### src/rtl/dpw_pkg.sv
package dpw_pkg;
    localparam int ADDR_W = 9;
    localparam int DATA_W = 16;
    localparam int PAY_W  = DATA_W - 1;
    localparam int IDX_W  = 4;
    localparam int GLYPH_TOP = 7;

    typedef enum logic [1:0] {
        DST_NONE = 2'd0,
        DST_RAM  = 2'd1,
        DST_REG  = 2'd2
    } dst_e;

    typedef struct packed {
        logic               valid;
        dst_e               dst;
        logic               page;
        logic [ADDR_W-1:0]  addr;
        logic [IDX_W-1:0]   idx;
        logic [PAY_W-1:0]   payload;
    } wr_cmd_t;

    // Bits that exist separately in the page 1 copy of each register;
    // the remaining bits are common and live only in page 0.
    function automatic logic [PAY_W-1:0] p1_keep_mask(input logic [IDX_W-1:0] idx);
        case (idx)
            4'd2, 4'd3, 4'd6: p1_keep_mask = 15'h3FFF;
            4'd4, 4'd8:       p1_keep_mask = 15'h1FFF;
            4'd5:             p1_keep_mask = 15'h03FF;
            4'd7:             p1_keep_mask = 15'h0FFF;
            default:          p1_keep_mask = 15'h0000;
        endcase
    endfunction
endpackage

### src/rtl/dpw_classify.sv
module dpw_classify
    import dpw_pkg::*;
#(
    parameter int RAM_WORDS = 288,
    parameter int NREG      = 9
) (
    input  logic              wr_valid,
    input  logic [ADDR_W-1:0] wr_addr,
    input  logic [DATA_W-1:0] wr_data,
    output wr_cmd_t           cmd
);
    localparam logic [ADDR_W-1:0] RAM_END = ADDR_W'(RAM_WORDS);
    localparam logic [ADDR_W-1:0] REG_END = ADDR_W'(RAM_WORDS + NREG);

    logic [ADDR_W-1:0] reg_off;
    logic [PAY_W-1:0]  raw;

    always_comb begin
        raw         = wr_data[PAY_W-1:0];
        reg_off     = wr_addr - RAM_END;
        cmd.valid   = wr_valid;
        cmd.page    = wr_data[DATA_W-1];
        cmd.addr    = wr_addr;
        cmd.idx     = IDX_W'(reg_off);
        cmd.dst     = DST_NONE;
        cmd.payload = raw;
        if (wr_addr < RAM_END) begin
            cmd.dst = DST_RAM;
            if (cmd.page) cmd.payload[GLYPH_TOP] = 1'b0;
        end else if (wr_addr < REG_END) begin
            cmd.dst = DST_REG;
            if (cmd.page) cmd.payload = raw & p1_keep_mask(cmd.idx);
        end
    end
endmodule

### src/rtl/dpw_strobe_gen.sv
module dpw_strobe_gen
    import dpw_pkg::*;
(
    input  logic              clk,
    input  logic              rst,
    input  wr_cmd_t           cmd,
    output logic              ram0_we,
    output logic              ram1_we,
    output logic [ADDR_W-1:0] ram_addr,
    output logic [PAY_W-1:0]  ram_data,
    output logic              reg0_we,
    output logic              reg1_we,
    output logic [IDX_W-1:0]  reg_idx,
    output logic [PAY_W-1:0]  reg_data
);
    logic to_ram, to_reg;

    always_comb begin
        to_ram = cmd.valid && (cmd.dst == DST_RAM);
        to_reg = cmd.valid && (cmd.dst == DST_REG);
    end

    always_ff @(posedge clk) begin
        if (rst) begin
            ram0_we  <= 1'b0;
            ram1_we  <= 1'b0;
            reg0_we  <= 1'b0;
            reg1_we  <= 1'b0;
            ram_addr <= '0;
            ram_data <= '0;
            reg_idx  <= '0;
            reg_data <= '0;
        end else begin
            ram0_we <= to_ram && !cmd.page;
            ram1_we <= to_ram &&  cmd.page;
            reg0_we <= to_reg && !cmd.page;
            reg1_we <= to_reg &&  cmd.page;
            if (to_ram) begin
                ram_addr <= cmd.addr;
                ram_data <= cmd.payload;
            end
            if (to_reg) begin
                reg_idx  <= cmd.idx;
                reg_data <= cmd.payload;
            end
        end
    end
endmodule

### src/rtl/dpw_reg_bank.sv
module dpw_reg_bank
    import dpw_pkg::*;
#(
    parameter int NREG = 9
) (
    input  logic                  clk,
    input  logic                  rst,
    input  wr_cmd_t               cmd,
    output logic [NREG*PAY_W-1:0] ctrl_p0,
    output logic [NREG*PAY_W-1:0] ctrl_p1
);
    logic hit_reg;

    always_comb hit_reg = cmd.valid && (cmd.dst == DST_REG);

    for (genvar i = 0; i < NREG; i++) begin : g_reg
        logic [PAY_W-1:0] p0_q, p1_q;
        logic sel;

        always_comb sel = hit_reg && (cmd.idx == IDX_W'(i));

        always_ff @(posedge clk) begin
            if (rst) begin
                p0_q <= '0;
                p1_q <= '0;
            end else if (sel) begin
                if (cmd.page) p1_q <= cmd.payload;
                else          p0_q <= cmd.payload;
            end
        end

        assign ctrl_p0[i*PAY_W +: PAY_W] = p0_q;
        assign ctrl_p1[i*PAY_W +: PAY_W] = p1_q;
    end
endmodule

### src/rtl/dpw_top.sv
module dpw_top
    import dpw_pkg::*;
#(
    parameter int RAM_WORDS = 288,
    parameter int NREG      = 9
) (
    input  logic                  clk,
    input  logic                  rst,
    input  logic                  wr_valid,
    input  logic [ADDR_W-1:0]     wr_addr,
    input  logic [DATA_W-1:0]     wr_data,
    output logic                  ram0_we,
    output logic                  ram1_we,
    output logic [ADDR_W-1:0]     ram_addr,
    output logic [PAY_W-1:0]      ram_data,
    output logic                  reg0_we,
    output logic                  reg1_we,
    output logic [IDX_W-1:0]      reg_idx,
    output logic [PAY_W-1:0]      reg_data,
    output logic [NREG*PAY_W-1:0] ctrl_p0,
    output logic [NREG*PAY_W-1:0] ctrl_p1
);
    wr_cmd_t cmd;

    dpw_classify #(.RAM_WORDS(RAM_WORDS), .NREG(NREG)) u_classify (
        .wr_valid (wr_valid),
        .wr_addr  (wr_addr),
        .wr_data  (wr_data),
        .cmd      (cmd)
    );

    dpw_strobe_gen u_strobe (
        .clk      (clk),
        .rst      (rst),
        .cmd      (cmd),
        .ram0_we  (ram0_we),
        .ram1_we  (ram1_we),
        .ram_addr (ram_addr),
        .ram_data (ram_data),
        .reg0_we  (reg0_we),
        .reg1_we  (reg1_we),
        .reg_idx  (reg_idx),
        .reg_data (reg_data)
    );

    dpw_reg_bank #(.NREG(NREG)) u_bank (
        .clk     (clk),
        .rst     (rst),
        .cmd     (cmd),
        .ctrl_p0 (ctrl_p0),
        .ctrl_p1 (ctrl_p1)
    );
endmodule

### config.mk
export PLATFORM = sky130hd
export DESIGN_NAME = dpw_top
export DESIGN_NICKNAME = d
export VERILOG_FILES = /design/src/rtl/dpw_pkg.sv /design/src/rtl/dpw_classify.sv /design/src/rtl/dpw_strobe_gen.sv /design/src/rtl/dpw_reg_bank.sv /design/src/rtl/dpw_top.sv
export SDC_FILE = /design/constraint.sdc
export NUM_CORES = 1
export LEC_CHECK = 0
export BUFFER_PORTS_ARGS = -buffer_cell sky130_fd_sc_hd__buf_2
export CAP_MARGIN = 40
export CORE_MARGIN = 4
export CORE_UTILIZATION = 45
export DETAILED_ROUTE_END_ITERATION = 7
export PLACE_DENSITY = 0.73
export SLEW_MARGIN = 10
export SYNTH_ARGS = -nofsm -noshare
export SYNTH_HDL_FRONTEND = slang
export SYNTH_HIERARCHICAL = 1
export SYNTH_SLANG_ARGS = --single-unit
### constraint.sdc
create_clock -name clk -period 1.9 [get_ports clk]
set_clock_uncertainty 0.05 [all_clocks]
set_input_delay 0.19 -clock clk [delete_from_list [all_inputs] [get_ports clk]]
set_output_delay 0.19 -clock clk [all_outputs]
set_load 0.02 [all_outputs]
## Word level (Yosys, flattened, before mapping)

Index checks and enable logic that the tools add are counted.

| word-level totals | value |
|---|---|
| logic and storage cells | 90 |
| bits in latches | 0 |
| RAM bits | 0 |
| output and inout port bits | 317 |
| register bits after elaboration | 317 |
| ROM bits | 0 |
| input bits | 28 |
| memories | 0 |

| cells by class | value |
|---|---|
| multiplexer cells | 12 |
| div/mod/pow operators | 0 |
| eq/ne operators | 10 |
| multipliers | 0 |
| reduce and logical (&&, ||, !) cells | 37 |
| bitwise gates (word level) | 2 |
| $lt $le $gt $ge | 2 |
| $add $sub $neg | 1 |
| shift operators | 0 |

Operators by type and width:

| operator | count |
|---|---|
| $mux W15 | 5 |
| $pmux W14 S4 | 1 |
| $reduce_and A2 Y1 | 18 |
| $lt A9 B9 Y1 const B | 2 |
| $eq A4 B3 Y1 const B | 4 |
| $and A15 B15 Y15 | 1 |
| $logic_and A1 B1 Y1 | 15 |
| $mux W7 | 2 |
| $eq A4 B2 Y1 const B | 2 |
| $eq A4 B1 Y1 const B | 1 |
| $eq A4 B4 Y1 const B | 1 |
| $logic_not A4 Y1 | 1 |
| $mux W2 | 2 |
| $sub A4 B1 Y4 const B | 1 |
| $reduce_or A3 Y1 | 1 |
| $eq A2 B1 Y1 const B | 1 |
| $eq A2 B2 Y1 const B | 1 |
| $mux W1 | 2 |
| $reduce_or A2 Y1 | 1 |
| $logic_not A1 Y1 | 1 |
| $not A1 Y1 | 1 |

## Logic depth before layout (Yosys ltp)

Gate-level depths: netlist (run 1).

| depth | value |
|---|---|
| word-level depth | 11 |
| mapped depth | 8 |
| depth with buffers taken out | 6 |

## Hierarchy

Netlist (run 1), hierarchy kept.

By module, submodules not included:

| module | seq. area each (sq um) | instances | cells each | area an instance (sq um) |
|---|---|---|---|---|
| dpw_reg_bank | 5405.2 | 1 | 939 | 10891.7 |
| dpw_strobe_gen | 940.9 | 1 | 185 | 1988.2 |
| dpw_classify | 0.0 | 1 | 49 | 335.3 |

## Worst setup path after synthesis (run 1)

Ideal clock, no wire load.

| path | value |
|---|---|
| path kind | input-to-reg |
| from | input wr_addr[1] |
| to | register u_bank.g_reg[8].p0_q[10] |
| buffers on the path | 1 |
| path slack | -0.143 ns |
| library setup time | 0.120 ns |
| cell stages on the path | 7 |
| arrival time | 1.873 ns |
| required time | 1.730 ns |
| path through | or2_4 o21ai_0 and2_1 nor3b_1 nand4_2 buf_6 mux2i_1 |

RTL lines:

| item | line | RTL |
|---|---|---|
| from (decl) | dpw_top.sv:10 | `input logic [ADDR_W-1:0] wr_addr,` |
| to (signal assigned) | dpw_reg_bank.sv:28 | `else p0_q <= cmd.payload;` |
| to (decl) | dpw_reg_bank.sv:17 | `logic [PAY_W-1:0] p0_q, p1_q;` |

==> flow_metrics.py, run 1 <==
metrics = {
    "status": {
        "outcome": "finished, final reports clean",
    },
    "setup_path": {
        "critPathMaxFanout": 9,
        "cp-startpoint": "wr_addr[3]",
        "cp.required_ps": 2280,
        "crit_type": "in -> reg",
        "crit_path_start_kind": "input pin",
        "endpoint_kind": "flip-flop",
        "worstReg2RegStart": "u_bank/g_reg[3].p1_q[4]$_SDFFE_PP0P_",
        "crit_arrival_ps": 2160,
    },
    "timing": {
        "rsz0062_at_grt": "false",
        "worst_pin_slew_ps": 562.9,
        "relSlewSlack_pct": 62.47,
        "fmax_mhz": 560.1,
        "tns_ps": 0,
        "fin_crit_ps": 1785,
        "slew_viol_final": 0,
        "period_share_pct": 93.97,
        "hold_violations": 0,
        "setup_viol": 0,
    },
    "placement": {
        "io_buffers": 344,
        "gp_congestion": 0.7628,
        "place_hpwl_um": 25740,
        "placed_area_um2": 15570,
    },
    "final_layout": {
        "num-nets-final": 1547,
        "syn_to_final_growth_pct": 27.60,
        "final.fill_count": 2433,
        "drive_gt1_share_pct": 32.54,
        "multiInputGateArea_um2": 6061,
        "design_area_um2": 16860,
        "seqCellArea_um2": 6346,
        "insertedDiodeCount": 0,
    },
    "die": {
        "initial_utilization_pct": 45.79,
        "die_w_um": 179.4,
        "num_rows": 62,
        "ios": 345,
        "die_area_um2": 32170,
        "coreArea_um2": 28860,
        "die_h_um": 179.4,
    },
    "cts": {
        "clockRootBuffer": "clkbuf_16",
        "cts_tree": "done",
        "cts_made_buffers": 35,
        "insertion_delay_ps": 510,
        "clockBufferDepth": 3,
        "htreeDepth": 2,
        "clk_pin_slew_ps": 60,
        "cts.sinks": 317,
    },
    "yosys": {
        "syn_avg_cell_area_um2": 11.27,
        "yosys.area.top_type_share_pct": 48.02,
        "synth_ff_type": "dfxtp_1",
        "yosysWarnings": 6,
        "ys_types": 42,
        "synth_common_cells": "nand2b_1, dfxtp_1, mux2i_1, clkbuf_1, buf_6",
        "synth_top_area_cell": "dfxtp_1",
        "synthCells": 1173,
        "synth_edf_count": 0,
        "yosys_register_bits": 317,
        "ys_seq_area_share_pct": 48.02,
        "syn-cell-area_um2": 13220,
        "netlist_top_cells_area": "dfxtp_1, mux2i_1, nand2b_1",
        "post-synth-top-count-cell": "nand2b_1",
        "synth-async-reset-ratio_pct": 0,
        "syn_nets": 1201,
    },
    "global_route": {
        "grt_pass1_wl_um": 56280,
        "overflow": 0,
        "grt_max_degree": 101,
        "grt_pass1_vias": 9485,
        "antenna_found_initial": 3,
        "grt_usage_pct": 22.64,
    },
    "hold_path": {
        "min_from": "wr_addr[7]",
        "hold_path_class": "in -> reg",
    },
    "detailed_routing": {
        "dr_total_vias": 9418,
        "via_per_inst": 4.880,
        "drt_wl_total_um": 38190,
        "firstDrtPassIters": 4,
        "drc": 0,
        "drtAntennaViolNets": 0,
        "drt-initial-drc-count": 521,
        "wl_per_cell_um": 19.79,
    },
    "job": {
        "maxCapViolCount": 0,
    },
    "power_and_ir_drop": {
        "leakage_nw": 9.235,
        "peakVddDrop_v": 0.0005397,
        "power_density_nw_per_um2": 851.2,
    },
}
-- where the power goes --
group	total (mW)	internal [mW]	switching, mW
sequential	6.70	6.68	0.0167
clock	6.85	4.16	2.70
combinational	0.804	0.343	0.461
total	14.4	11.2	3.17
-- per-layer routing --
metal	share of wire [%]	track usage (%)	up-vias
met2	45	36.81	297
met1	45	29.65	4515
li1	-	-	4544
met4	1.7	4.697	6
met3	8.5	7.554	56
met5	0.11	0	-
-- cells in the final DEF (no fill, tap or decap), types with 5 or more instances in the layout --
cell type	n
buf_12	33
clkbuf_8	8
dfxtp_1	317
buf_4	40
clkbuf_16	36
nand2b_1	358
nor2_1	5
buf_2	340
mux2i_1	312
nor2b_1	11
clkbuf_1	11
-- through the flow --
stage               hold slack (ps)  total power, mW  setup slack (ps)  utilization (%)  cells
global placement              405.7            7.622            -26.27            53.97   1859
CTS                           28.55            14.48             17.99            58.20   1928
finish                        46.98            14.35             114.7            58.43   1930
global route                  39.76            14.79             12.85            58.43   1930
detailed placement            408.8            7.625            -96.75            53.97   1859
floorplan                     394.1            7.367             24.89                -   1173
-- layout make-up --
cell class	instances	share of cell area, %
Tap cell	384	2.849
Multi-Input combinational cell	738	35.94
Clock inverter	10	0.8459
Clock buffer	54	6.092
Inverter	4	0.08904
Sequential cell	317	37.63
Timing Repair Buffer	423	16.55
-- worst paths after layout --
kind	to	slack (ps)	depth (start not counted)
worst max register to register	u_bank/g_reg[3].p1_q[4]$_SDFFE_PP0P_	1170	2
worst min-delay path	u_strobe/ram_addr[7]$_SDFFE_PP0P_	50	4
worst min register to register	u_bank/g_reg[1].p0_q[1]$_SDFFE_PP0P_	420	2
worst max-delay path	u_bank/g_reg[7].p0_q[2]$_SDFFE_PP0P_	110	9
-- cell families after synthesis --
group                  after synthesis  synth area share, %
AOI/OAI and AO/OA                    9               0.4829
and+or+nand+nor                    416                21.27
DFF                                317                48.02
buffers and inverters              118                6.514
muxes                              313                23.71
-- state kept, by name, summed over array words and instances (netlist names) --
signal             count
u_strobe/reg_data     15
u_strobe/reg0_we       1
u_strobe/ram1_we       1
u_strobe/ram_addr      9
u_bank/g.p0_q        135
u_strobe/reg1_we       1
u_strobe/reg_idx       4
u_strobe/ram_data     15
u_bank/g.p1_q        135
u_strobe/ram0_we       1
-- timing repair --
| action | CTS | global route |
|---|---|---|
| endpoints found under the setup margin | 0 | 223 |
| endpoints found under the hold margin | 7 | 0 |
| buffers inserted | 0 | 1 |
| resized for setup | 0 | 12 |
| hold buffers | 5 | 0 |
-- critical path: stages --
cell and delay [ps]:
dlygate4sd3_1 530, buf_2 180, nand2b_1 210, nor4_4 50, buf_4 170, nor2b_1 330
nand2b_1 120, buf_4 210, mux2i_2 160
(Power assumes the default switching activity.)
==> run 2: changes to the inputs <==
GPL_TIMING_DRIVEN = 0   (was unset)
==> run 2 against run 1 <==
Effect of this change:
- combinational power grew 2%
- clock-buffer cell count fell by 9
- clock power up 4.2%
- maximum frequency up 0.52%
- sequential share of layout area increased by 0.32 points
- worst setup slack better by 9.2 ps
- die area stayed put
- sequential power barely moved
==> flow_metrics.py, run 2 (synthesis results as in run 1) <==
metrics = {
    "final_layout": {
        "final_cell_mix": "nand2b_1, buf_2, dfxtp_1",
        "layout_commonest_cell": "nand2b_1",
        "design_area_um2": 16720,
        "drive_gt1_share_pct": 32.28,
        "instances_no_fill": 1965,
        "num-nets-final": 1585,
        "reg_top3": "u_bank/g.p0_q: 135 flops, u_bank/g.p1_q: 135 flops",
        "syn_to_final_growth_pct": 26.53,
    },
    "cts": {
        "htreeDepth": 2,
        "clk_pin_slew_ps": 60,
        "clockBufferDepth": 3,
        "cts.sinks": 317,
        "cts_tree": "done",
        "clockRootBuffer": "clkbuf_16",
        "insertion_delay_ps": 500,
        "cts_made_buffers": 35,
    },
    "die": {
        "die_area_um2": 32170,
        "initial_utilization_pct": 45.79,
        "num_rows": 62,
        "coreArea_um2": 28860,
        "die_w_um": 179.4,
        "die_h_um": 179.4,
        "ios": 345,
    },
    "setup_path": {
        "reg2reg_slack_ps": 1150,
        "critPathTopFamily": "simple AND/OR/NAND/NOR gates",
        "path_common_cell": "buf_6",
        "crit_path_start_kind": "input pin",
        "worstReg2RegStart": "u_bank/g_reg[4].p1_q[2]$_SDFFE_PP0P_",
        "endpoint_kind": "flip-flop",
        "crit_type": "in -> reg",
        "crit_chain": "buf_2 -> or2_4 -> o21ai_2 -> and2_4 -> nor4b_2 -> buf_6 -> nand4b_4 -> buf_6 -> mux2i_1",
        "critPathMaxStageDelay_ps": 290,
        "reg2regPathDepth": 2,
        "path_buf_inv": 3,
        "cp.required_ps": 2220,
        "crit_arrival_ps": 2100,
        "r2r_end": "u_bank/g_reg[4].p1_q[2]$_SDFFE_PP0P_",
        "critPathMaxFanout": 10,
        "cp_slowest_cell": "or2_4",
    },
    "detailed_routing": {
        "drt_wl_total_um": 40000,
        "wl_per_cell_um": 20.35,
        "drtAntennaViolNets": 0,
        "drt-initial-drc-count": 400,
        "drc": 0,
        "via_per_inst": 4.901,
        "dr_total_vias": 9631,
        "firstDrtPassIters": 4,
    },
    "placement": {
        "placed_cells": 1900,
        "gp_congestion": 0.7790,
        "io_buffers": 343,
        "placed_area_um2": 15450,
        "place_hpwl_um": 28680,
    },
    "timing": {
        "period_share_pct": 93.48,
        "setup_viol": 0,
        "holdWs_ps": 51.51,
        "slew_viol_final": 0,
        "worst_pin_slew_ps": 695.2,
        "fmax_mhz": 563.0,
        "relSlewSlack_pct": 53.65,
        "fin_crit_ps": 1776,
        "rsz0062_at_grt": "false",
        "hold_violations": 0,
    },
    "power_and_ir_drop": {
        "finalPower_mw": 14.65,
        "peakVddDrop_v": 0.0006771,
        "power_density_nw_per_um2": 876.2,
        "leakage_nw": 9.147,
    },
    "status": {
        "outcome": "finished, final reports clean",
    },
    "hold_path": {
        "min_from": "wr_data[7]",
        "hold_end": "u_strobe/reg_data[7]$_SDFFE_PP0P_",
        "hold_path_class": "in -> reg",
        "holdPathStages": 5,
    },
    "global_route": {
        "grt_pass1_wl_um": 58580,
        "grt_usage_pct": 23.82,
        "overflow": 0,
        "grt_pass1_vias": 9811,
        "grt_max_degree": 19,
        "antenna_found_initial": 4,
    },
    "job": {
        "maxCapViolCount": 0,
    },
}
## run 2: cell count changes in the layout (fill, tap and decap cells not counted), moves of 3 or more
| cell | before | now |
|---|---|---|
| buf_6 | 4 | 38 |
| buf_12 | 33 | 2 |
| clkbuf_1 | 11 | 42 |
| buf_2 | 340 | 353 |
| buf_4 | 40 | 27 |
| clkinv_2 | 2 | 7 |
| clkbuf_8 | 8 | 5 |
| dlymetal6s4s_1 | 3 | 0 |
## run 2: how the worst max path moves through the flow
stage,start,depth (start not counted),slack (ps),endpoint
after global placement,wr_addr[1],8,-1010,u_bank/g_reg[5].p0_q[3]$_SDFFE_PP0P_
after global routing,wr_addr[1],9,30,u_bank/g_reg[4].p1_q[4]$_SDFFE_PP0P_
final,wr_addr[1],9,120,u_bank/g_reg[2].p1_q[4]$_SDFFE_PP0P_
after CTS,wr_addr[1],8,30,u_bank/g_reg[4].p1_q[2]$_SDFFE_PP0P_
after floorplan,wr_addr[1],8,20,u_bank/g_reg[4].p1_q[4]$_SDFFE_PP0P_
after detailed placement,wr_addr[1],8,-1050,u_bank/g_reg[5].p1_q[3]$_SDFFE_PP0P_
## run 2: final cells by class
class                   instances  area (µm²)
multi-input cells             738        6062
well taps                     384       480.5
inverters                       4       15.01
clock buffers                  45        1006
flip-flops and latches        317        6346
plain buffers                 111       827.0
repair buffers                350        1772
clock inverters                15       210.2
fillers                      2515       12140
diodes                          1       2.502
## run 2: what timing repair did
action                                 CTS  global route
endpoints found under the hold margin    2             0
setup buffers                            0             6
setup endpoints to repair               30            35
hold buffers                             1             0
pin swaps                                0             2
cloned                                   0             0
resized for setup                        3             2
## run 2: layer usage
| metal | GRT usage (%) | vias to the layer above | wire [µm] |
|---|---|---|---|
| met5 | 0 | - | 28 |
| met4 | 5.903 | 6 | 774 |
| met3 | 7.805 | 62 | 3538 |
| met2 | 39.61 | 308 | 18510 |
| met1 | 30.15 | 4631 | 17150 |
| li1 | - | 4624 | - |
## run 2: worst min-delay path: cells and delay by family
family                 cells  cell delay, ps
AOI/OAI and AO/OA          1              60
buffers and inverters      2             130
muxes                      1              70
and+or+nand+nor            1             100
## run 2: power breakdown
part	total [mW]	switching, mW	internal, mW
combinational	0.817	0.484	0.333
sequential	6.69	0.0162	6.68
clock	7.14	2.72	4.42
## run 2: per-stage QoR
step / util (%) / TNS, ps / setup WS (ps)
6_report: 57.94 / 0 / 123.8
5_1_grt: 57.94 / 0 / 26.63
4_1_cts: 57.73 / 0 / 26.55
3_5_place_dp: 53.53 / -103980 / -1046
3_3_place_gp: 53.53 / -96600 / -1011
2_1_floorplan: - / 0 / 24.89
==> run 3: changes to the inputs <==
ABC_AREA = 1   (was unset)
PLACE_DENSITY = 0.72   (was 0.73)
==> run 3 against run 2 <==
Effect of this change:
- clock-buffer cell count is 5 higher
- global-route usage grew 3.7 points
- sequential share of layout area decreased by 4.4 points
- largest cell class unchanged
- critical endpoint is now u_bank/g_reg[4].p0_q[4]$_SDFFE_PP0P_
==> flow_metrics.py, run 3 <==
metrics = {
    "final_layout": {
        "instances_no_fill": 3237,
        "seqCellArea_um2": 6346,
        "reg_top3": "u_bank/g.p0_q: 135 flops, u_bank/g.p1_q: 135 flops",
        "final_util_pct": 57.63,
        "layout_commonest_cell": "nand2_1",
        "multiInputGateArea_um2": 5858,
        "num-nets-final": 2800,
        "design_area_um2": 18890,
        "syn_to_final_growth_pct": 25.61,
        "drive_gt1_share_pct": 20.75,
        "insertedDiodeCount": 0,
        "final.fill_count": 3193,
        "final_cell_mix": "nand2_1, inv_1, buf_2",
    },
    "detailed_routing": {
        "wl_per_cell_um": 16.07,
        "dr_total_vias": 15440,
        "drtAntennaViolNets": 0,
        "via_per_inst": 4.770,
        "drt-initial-drc-count": 1234,
        "drc": 0,
        "firstDrtPassIters": 5,
        "drt_wl_total_um": 52030,
    },
    "setup_path": {
        "endpoint_kind": "flip-flop",
        "critPathMaxFanout": 6,
        "crit_arrival_ps": 2240,
        "reg2regPathDepth": 4,
        "crit_path_start_kind": "input pin",
        "crit_type": "in -> reg",
        "cp.required_ps": 2300,
    },
    "hold_path": {
        "holdPathStages": 4,
        "hold_path_class": "in -> reg",
    },
    "yosys": {
        "synth_ff_type": "dfxtp_1",
        "synth_common_cells": "nand2_1, inv_1, nor2_1, dfxtp_1, nand4_1",
        "syn_avg_cell_area_um2": 6.362,
        "synth_top_area_cell": "dfxtp_1",
        "synth_edf_count": 0,
        "yosys.area.top_type_share_pct": 42.19,
        "ys_types": 22,
        "netlist_top_cells_area": "dfxtp_1, nand2_1, inv_1",
        "yosys_register_bits": 317,
        "synthCells": 2364,
        "ys_seq_area_share_pct": 42.19,
        "post-synth-top-count-cell": "nand2_1",
        "syn-cell-area_um2": 15040,
        "yosysWarnings": 6,
        "syn_nets": 2392,
        "synth-async-reset-ratio_pct": 0,
    },
    "die": {
        "die_area_um2": 36410,
        "num_rows": 66,
        "die_h_um": 190.8,
        "die_w_um": 190.8,
        "initial_utilization_pct": 45.88,
        "ios": 345,
        "coreArea_um2": 32780,
    },
    "placement": {
        "placed_cells": 3159,
        "placed_area_um2": 17440,
        "gp_congestion": 0.8700,
        "io_buffers": 343,
        "pre_cts_ws_ps": -952.9,
        "place_hpwl_um": 37980,
    },
    "cts": {
        "cts_tree": "done",
        "clockRootBuffer": "clkbuf_16",
        "htreeDepth": 2,
        "insertion_delay_ps": 510,
        "cts.sinks": 317,
        "clk_pin_slew_ps": 60,
        "cts_made_buffers": 36,
        "clockBufferDepth": 3,
    },
    "timing": {
        "worst_pin_slew_ps": 758.3,
        "setup_viol": 0,
        "fmax_mhz": 545.2,
        "fin_crit_ps": 1834,
        "setup_ws_ps": 65.83,
        "hold_violations": 0,
        "holdWs_ps": 13.94,
        "slew_viol_final": 0,
        "period_share_pct": 96.54,
        "relSlewSlack_pct": 49.45,
    },
    "global_route": {
        "grt_usage_pct": 27.51,
        "grt_pass1_vias": 14720,
        "grt_max_degree": 14,
        "grt_pass1_wl_um": 79160,
        "overflow": 0,
        "antenna_found_initial": 0,
    },
    "job": {
        "maxCapViolCount": 0,
    },
    "status": {
        "outcome": "finished, final reports clean",
    },
    "power_and_ir_drop": {
        "leakage_nw": 10.26,
        "power_density_nw_per_um2": 799.6,
        "peakVddDrop_v": 0.0004722,
    },
}
## run 3: changes by cell type in the layout (fill, tap and decap cells not counted), moves of 11 or more
cell / previous run / this run
inv_1: 4 / 518
nor2b_1: 11 / 0
buf_6: 38 / 6
nor2_1: 5 / 399
buf_1: 0 / 12
nand2b_1: 356 / 0
nand2_1: 2 / 620
clkbuf_1: 42 / 58
inv_2: 0 / 16
a21oi_1: 1 / 31
nand3_1: 2 / 37
mux2i_1: 313 / 0
buf_2: 353 / 414
nand4_1: 0 / 210
## run 3: area by class of cell
class | count | share of cell area, %
inverters | 538 | 10.77
clock buffers | 50 | 5.477
flip-flops and latches | 317 | 33.59
multi-input cells | 1336 | 31.01
clock inverters | 11 | 1.013
well taps | 442 | 2.927
repair buffers | 371 | 10.60
plain buffers | 172 | 4.610
## run 3: cell families after synthesis
family                 count (synthesis)  synth area share [%]
AO/OA/AOI/OAI                         31                 1.032
buffers and inverters                712                 19.03
flip-flops                           317                 42.19
AND/OR/NAND/NOR                     1304                 37.75
## run 3: metrics by stage
stage               total power [mW]  setup TNS, ps
floorplan                      7.491              0
detailed placement             7.909        -138010
CTS                            15.15              0
global route                   15.57         -20.68
finish                         15.11              0
global placement               7.860        -160450
## run 3: path summary, 6_finish.rpt
kind | slack (ps) | start | end
hold / removal | 10 | wr_addr[6] | u_strobe/ram_addr[6]$_SDFFE_PP0P_
setup / recovery | 70 | wr_addr[2] | u_bank/g_reg[4].p0_q[4]$_SDFFE_PP0P_
hold reg to reg | 440 | u_bank/g_reg[0].p1_q[12]$_SDFFE_PP0P_ | u_bank/g_reg[0].p1_q[12]$_SDFFE_PP0P_
setup reg to reg | 1140 | u_bank/g_reg[3].p1_q[2]$_SDFFE_PP0P_ | u_bank/g_reg[3].p1_q[2]$_SDFFE_PP0P_
## run 3: power by group
part           switching [mW]  leakage (nW)  total [mW]  internal (mW)
Clock                    2.79         0.603        7.27           4.48
Sequential             0.0231          2.56        6.71           6.69
Combinational           0.820          7.10        1.13          0.306
Total                    3.63          10.3        15.1           11.5
## run 3: metal layers
metal | global-route usage [%] | wire length, µm | up-vias
li1 | - | - | 7792
met1 | 33.84 | 21250 | 6949
met2 | 46.28 | 24130 | 594
met3 | 7.799 | 4907 | 107
met4 | 9.696 | 1747 | 0
met5 | 0 | 0 | -
## run 3: critical path, cell delays in order
cell      delay, ps
buf_2           140
nand2_1          70
nor2_1          360
nor2_2          140
nor2_1          480
inv_2           150
clkbuf_2        250
buf_6           200
nand4_1          90
nand2_1          60
nor2_1           90
## run 3: repair_timing
action | CTS | global route
endpoints found under the hold margin | 8 | 0
hold buffers | 8 | 0
pin swaps | 0 | 1
buffers inserted | 1 | 9
setup endpoints to repair | 108 | 238
cloned | 0 | 1
resized for setup | 21 | 29
